`src/rtl/sync_tx_pkg.sv`:
```
package sync_tx_pkg;
   typedef enum logic {
      PH_LOW  = 1'b0,
      PH_HIGH = 1'b1
   } sclk_phase_e;

   function automatic int frame_bits(input int data_w, input bit nine);
      return nine ? data_w + 1 : data_w;
   endfunction
endpackage

```
`src/rtl/sync_tx_baud.sv`:
```
module sync_tx_baud #(
   parameter int DIV_W = 8
) (
   input  logic             clk,
   input  logic             rst_n,
   input  logic             run,
   input  logic             load,
   input  logic [DIV_W-1:0] div_val,
   output logic             tick
);
   localparam int CW = DIV_W + 1;

   logic [CW-1:0] lim_q;
   logic [CW-1:0] cnt_q;

   // half period = 2*(div+1) system clocks, so the limit is {div,1}
   always_ff @(posedge clk or negedge rst_n) begin
      if (!rst_n) begin
         lim_q <= '0;
      end else if (load) begin
         lim_q <= {div_val, 1'b1};
      end
   end

   assign tick = run && (cnt_q == lim_q);

   always_ff @(posedge clk or negedge rst_n) begin
      if (!rst_n) begin
         cnt_q <= '0;
      end else if (load || !run || tick) begin
         cnt_q <= '0;
      end else begin
         cnt_q <= cnt_q + 1'b1;
      end
   end
endmodule

```
`src/rtl/sync_tx_hold.sv`:
```
module sync_tx_hold #(
   parameter int W = 9
) (
   input  logic         clk,
   input  logic         rst_n,
   input  logic         wr_en,
   input  logic [W-1:0] wr_word,
   input  logic         take,
   output logic         full,
   output logic [W-1:0] q
);
   always_ff @(posedge clk or negedge rst_n) begin
      if (!rst_n) begin
         full <= 1'b0;
      end else if (wr_en) begin
         full <= 1'b1;
      end else if (take) begin
         full <= 1'b0;
      end
   end

   always_ff @(posedge clk or negedge rst_n) begin
      if (!rst_n) begin
         q <= '0;
      end else if (wr_en) begin
         q <= wr_word;
      end
   end
endmodule

```
`src/rtl/sync_tx_shift.sv`:
```
module sync_tx_shift
   import sync_tx_pkg::*;
#(
   parameter int DATA_W  = 8,
   parameter bit NINE_EN = 1'b1
) (
   input  logic          clk,
   input  logic          rst_n,
   input  logic          enable,
   input  logic          load,
   input  logic [DATA_W:0] load_word,
   input  logic          nine,
   input  logic          tick,
   output logic          busy,
   output logic          sclk,
   output logic          sdat
);
   localparam int FW = DATA_W + 1;
   localparam int IW = $clog2(FW + 1);
   localparam logic [IW-1:0] LAST_SHORT = IW'(frame_bits(DATA_W, 1'b0) - 1);
   localparam logic [IW-1:0] LAST_LONG  = IW'(frame_bits(DATA_W, 1'b1) - 1);

   logic [FW-1:0]  sreg_q;
   logic [IW-1:0]  idx_q;
   logic [IW-1:0]  last_q;
   logic [IW-1:0]  last_sel;
   sclk_phase_e    ph_q;

   generate
      if (NINE_EN) begin : g_nine
         assign last_sel = nine ? LAST_LONG : LAST_SHORT;
      end else begin : g_eight
         logic unused_nine;
         assign unused_nine = nine;
         assign last_sel = LAST_SHORT;
      end
   endgenerate

   always_ff @(posedge clk or negedge rst_n) begin
      if (!rst_n) begin
         busy   <= 1'b0;
         ph_q   <= PH_LOW;
         idx_q  <= '0;
         last_q <= '0;
         sreg_q <= '0;
      end else if (!enable) begin
         busy <= 1'b0;
         ph_q <= PH_LOW;
      end else if (load) begin
         busy   <= 1'b1;
         ph_q   <= PH_LOW;
         idx_q  <= '0;
         last_q <= last_sel;
         sreg_q <= load_word;
      end else if (busy && tick) begin
         if (ph_q == PH_LOW) begin
            ph_q <= PH_HIGH;
         end else begin
            ph_q <= PH_LOW;
            if (idx_q == last_q) begin
               busy <= 1'b0;
            end else begin
               idx_q  <= idx_q + 1'b1;
               sreg_q <= {1'b0, sreg_q[FW-1:1]};
            end
         end
      end
   end

   assign sclk = busy && (ph_q == PH_HIGH);
   assign sdat = busy && sreg_q[0];
endmodule

```
`src/rtl/sync_tx_master.sv`:
```
module sync_tx_master #(
   parameter int DATA_W  = 8,
   parameter int DIV_W   = 8,
   parameter bit NINE_EN = 1'b1
) (
   input  logic              clk,
   input  logic              rst_n,
   input  logic              mode_sync,
   input  logic              port_en,
   input  logic              clk_master,
   input  logic              tx_en,
   input  logic              nine_bit_mode,
   input  logic              ninth_bit,
   input  logic [DIV_W-1:0]  div_val,
   input  logic              irq_en,
   input  logic              wr_en,
   input  logic [DATA_W-1:0] wr_data,
   output logic              hold_empty,
   output logic              irq,
   output logic              shift_empty,
   output logic              ser_clk,
   output logic              ser_dat,
   output logic              ser_dat_oe,
   output logic              rx_inhibit
);
   localparam int HW = DATA_W + 1;

   generate
      if (DATA_W < 2) begin : g_bad_data_w
         $error("sync_tx_master: DATA_W must be at least 2");
      end
      if (DIV_W < 1) begin : g_bad_div_w
         $error("sync_tx_master: DIV_W must be at least 1");
      end
   endgenerate

   logic          active;
   logic          go;
   logic          busy;
   logic          hold_full;
   logic          load;
   logic          tick;
   logic [HW-1:0] wr_word;
   logic [HW-1:0] hold_q;

   assign active = mode_sync && port_en && clk_master;
   assign go     = active && tx_en;
   assign load   = go && !busy && hold_full;

   generate
      if (NINE_EN) begin : g_word9
         assign wr_word = {ninth_bit, wr_data};
      end else begin : g_word8
         logic unused_ninth;
         assign unused_ninth = ninth_bit;
         assign wr_word = {1'b0, wr_data};
      end
   endgenerate

   sync_tx_hold #(.W(HW)) u_hold (
      .clk     (clk),
      .rst_n   (rst_n),
      .wr_en   (wr_en),
      .wr_word (wr_word),
      .take    (load),
      .full    (hold_full),
      .q       (hold_q)
   );

   sync_tx_baud #(.DIV_W(DIV_W)) u_baud (
      .clk     (clk),
      .rst_n   (rst_n),
      .run     (busy),
      .load    (load),
      .div_val (div_val),
      .tick    (tick)
   );

   sync_tx_shift #(.DATA_W(DATA_W), .NINE_EN(NINE_EN)) u_shift (
      .clk       (clk),
      .rst_n     (rst_n),
      .enable    (go),
      .load      (load),
      .load_word (hold_q),
      .nine      (nine_bit_mode),
      .tick      (tick),
      .busy      (busy),
      .sclk      (ser_clk),
      .sdat      (ser_dat)
   );

   assign hold_empty  = !hold_full;
   assign irq         = hold_empty && irq_en;
   assign shift_empty = !busy;
   assign ser_dat_oe  = active;
   assign rx_inhibit  = busy;
endmodule

```
`config.mk`:
```
export PLATFORM = sky130hd
export DESIGN_NAME = sync_tx_master
export DESIGN_NICKNAME = d
export VERILOG_FILES = /design/src/rtl/sync_tx_pkg.sv /design/src/rtl/sync_tx_baud.sv /design/src/rtl/sync_tx_hold.sv /design/src/rtl/sync_tx_shift.sv /design/src/rtl/sync_tx_master.sv
export SDC_FILE = /design/constraint.sdc
export NUM_CORES = 1
export LEC_CHECK = 0
export BUFFER_PORTS_ARGS = -buffer_cell sky130_fd_sc_hd__clkbuf_2
export CAP_MARGIN = 0
export CORE_AREA = 3 3 86 88
export DETAILED_ROUTE_END_ITERATION = 7
export DIE_AREA = 0 0 89 91
export PLACE_DENSITY = 0.52
export SLEW_MARGIN = 20
export SYNTH_ARGS = -nofsm -noshare
export SYNTH_HDL_FRONTEND = slang
export SYNTH_HIERARCHICAL = 1
export SYNTH_SLANG_ARGS = --single-unit
```
`constraint.sdc`:
```
create_clock -name clk -period 4.55 [get_ports clk]
set_input_delay 0.2275 -clock clk [delete_from_list [all_inputs] [get_ports clk]]
set_output_delay 0.2275 -clock clk [all_outputs]
set_load 0.03 [all_outputs]
```
==> impl_metrics.env <==
export IMPL_status="completed"
export IMPL_postCtsHoldBufs=0
export IMPL_clk_path_buf_depth=2
export IMPL_finalWirelength_um=4590
export IMPL_power_mw=0.786
export IMPL_powerDensity_nw_per_um2=302
export IMPL_endpoint_kind="flip-flop"
export IMPL_antenna_left=0
export IMPL_maxCapViolations=0
export IMPL_clock_power_share=0.304
export IMPL_synth_fp_nets=232
export IMPL_p_int_mw=0.593
export IMPL_fin_tns_setup_ns=0
export IMPL_synthCells=204
export IMPL_drtIter0Drc=65
export IMPL_cp_start_kind="flip-flop"
export IMPL_pwr_share_seq=0.573
export IMPL_dr_total_vias=1593
export IMPL_synth_top_area_share=0.486
export IMPL_fin_cells=315
export IMPL_seqCellArea_um2=1130
export IMPL_path_max_fanout=16
export IMPL_switchingPower_mw=0.192
export IMPL_antenna_found_initial=0
export IMPL_avgViaCountPerCell=5.06
export IMPL_cp_required_ns=4.73
export IMPL_synth_seq_cells=45
export IMPL_gp_congestion=0.756
export IMPL_setup_viol=0
export IMPL_synth_distinct_cells=47
export IMPL_synth_edf_count=0
export IMPL_final_common_cell="dfrtp_1"
export IMPL_min_period_ns=2.59
export IMPL_cts_setup_buffers=0
export IMPL_power_leakage_nw=1.12
export IMPL_finalClockSkew_ns=0.00762
export IMPL_power_frac_comb=0.123
export IMPL_hp_class="in -> async"
export IMPL_portBuffers=32
export IMPL_numCtsBuffers=5
export IMPL_syn2layout_area_growth_pct=12.4
export IMPL_fin_crit_sh=0.569
export IMPL_wl_per_cell_um=14.6
export IMPL_drc=0
export IMPL_io_pins=33
export IMPL_syn_area_per_cell_um2=11.4
export IMPL_firstDrtPassIters=4
export IMPL_path_class="reg -> reg"
export IMPL_root_buffer="clkbuf_8"
export IMPL_clkTransAtPathRegs_ns=0.08
export IMPL_grtUsageTotal=0.126
export IMPL_ys_flop_type="dfrtp_1"
export IMPL_nets=262
export IMPL_slew_viol_final=0
export IMPL_place_inst=307
export IMPL_grt_remaining_overflow=0
export IMPL_die_width_um=89
export IMPL_ys_seq_area_frac=0.486
export IMPL_postCtsResizedCells=0
export IMPL_yosysWarnings=6
export IMPL_worst_slew_pin_slew_ns=0.581
export IMPL_final_cell_mix="45 x dfrtp_1, 32 x clkbuf_2, 17 x nor2_1"
export IMPL_die_y_um=91
export IMPL_coreArea_um2=6720
export IMPL_die_area_um2=8100
export IMPL_hold_ws_ns=0.0151
export IMPL_diodes=0
export IMPL_synth_area_leader_cell="dfrtp_1"
export IMPL_hold_viol=0
export IMPL_hpwl_um=3080
export IMPL_max_freq_mhz=386
export IMPL_cts_sinks=45
export IMPL_syn_area_um2=2320
export IMPL_yosys_top_cells_area="dfrtp_1 49%, mux2_4 5.8%, mux2_2 4.4%"
export IMPL_switching_share=0.245
export IMPL_num_rows=30
export IMPL_grt_pass1_vias=1588
export IMPL_grt_max_degree=46
export IMPL_peakVddDrop_mv=0.131
export IMPL_synth_async_sr_flop_share=1.00
export IMPL_insertion_delay_ns=0.29
export IMPL_multi_input_area_um2=1090
export IMPL_start_util=0.345
export IMPL_rsz0062_at_grt="false"
export IMPL_worst_ep_arrival_time_ns=2.77
export IMPL_drive_above_1_share=0.311
export IMPL_maxSlewHeadroom=0.613
export IMPL_grt_pass1_wl_um=7990
export IMPL_cts_tree="yes"
export IMPL_fill_cells=680
export IMPL_cts_max_level=2
[registers in the layout, summed over array words and instances, names as in the netlist]
name and flops:
u_shift/last_q 2, u_shift/idx_q 4, u_hold/full 1, u_shift/sreg_q 9, u_shift/busy 1, u_shift/ph_q 1, u_baud/cnt_q 9, u_hold/q 9
u_baud/lim_q 9
[cell type report]
class	count	share of cell area
timing repair buffer	34	0.0673
sequential	45	0.432
multi-input combinational	139	0.418
clock buffer	8	0.0308
tap	80	0.0384
inverter	9	0.0130
[synth_stat cells (all sizes together), types with 2 or more instances]
cell type	n
xnor2	11
buf	6
a211oi	5
a21boi	2
and4	2
nor2b	3
dfrtp	45
and2	2
o311a	3
xor2	7
o21ai	9
nand2	9
o22ai	5
or4	2
ha	2
nor4	7
clkbuf	5
and3	5
nor2	17
nand4	6
nand3	5
inv	9
mux2i	2
or2	4
mux2	18
[critical path: stages (launching register included)]
cell and delay [ns]:
dfrtp_1 0.44, xnor2_1 0.15, nand4_1 0.20, nor3_1 0.43, nand4_2 0.41, or2_1 0.51
o311a_1 0.34
[stage by stage]
stage / cell area (um^2) / setup WS, ns / util
final: 2600 / 1.96 / 0.388
after global routing: 2600 / 1.69 / 0.388
after CTS: 2600 / 1.95 / 0.388
after detailed placement: 2520 / 1.97 / 0.376
after global placement: 2520 / 2.02 / 0.376
after floorplan: 2320 / 2.43 / -
[power groups by stage]
stage | sequential (mW) | combinational (mW) | clock, mW
after CTS | 0.451 | 0.0984 | 0.255
after floorplan | 0.452 | 0.0721 | 0
after global routing | 0.456 | 0.109 | 0.267
after global placement | 0.459 | 0.0963 | 0
after detailed placement | 0.459 | 0.0981 | 0
final | 0.450 | 0.0965 | 0.239
[per-layer routing]
metal,vias up,part of all wire,routed length [um],global-route usage
met4,0,0.016,73,0.0558
met1,761,0.50,2320,0.187
met3,5,0.039,181,0.0200
met2,33,0.44,2020,0.180
met5,-,0,0,0
li1,794,-,-,-
[final timing paths]
path	start	endpoint	slack (ns)	cells after the start
min in group clk	nine_bit_mode	u_shift/last_q[2]	0.13	2
worst min-delay path	rst_n	u_shift/last_q[2]	0.02	2
max in group asynchronous	rst_n	u_baud/lim_q[8]	4.14	2
worst min register to register	u_baud/lim_q[0]	u_baud/lim_q[0]	0.50	1
worst max register to register	u_baud/cnt_q[3]	u_shift/sreg_q[7]	1.96	6
worst max-delay path	u_baud/cnt_q[3]	u_shift/sreg_q[7]	1.96	6
[kinds of logic (layout without fill, tap and decap cells)]
| group | Yosys count | count (layout) | synth area share |
|---|---|---|---|
| multiplexers | 20 | 20 | 0.111 |
| AO/OA/AOI/OAI | 34 | 34 | 0.125 |
| adder cells (fa/ha/maj) | 2 | 2 | 0.0108 |
| buffers and inverters | 20 | 51 | 0.0438 |
| AND/OR/NAND/NOR | 65 | 65 | 0.156 |
| flip-flops | 45 | 45 | 0.486 |
| XOR/XNOR | 18 | 18 | 0.0681 |
No activity file was read; power rests on OpenSTA's default activity.
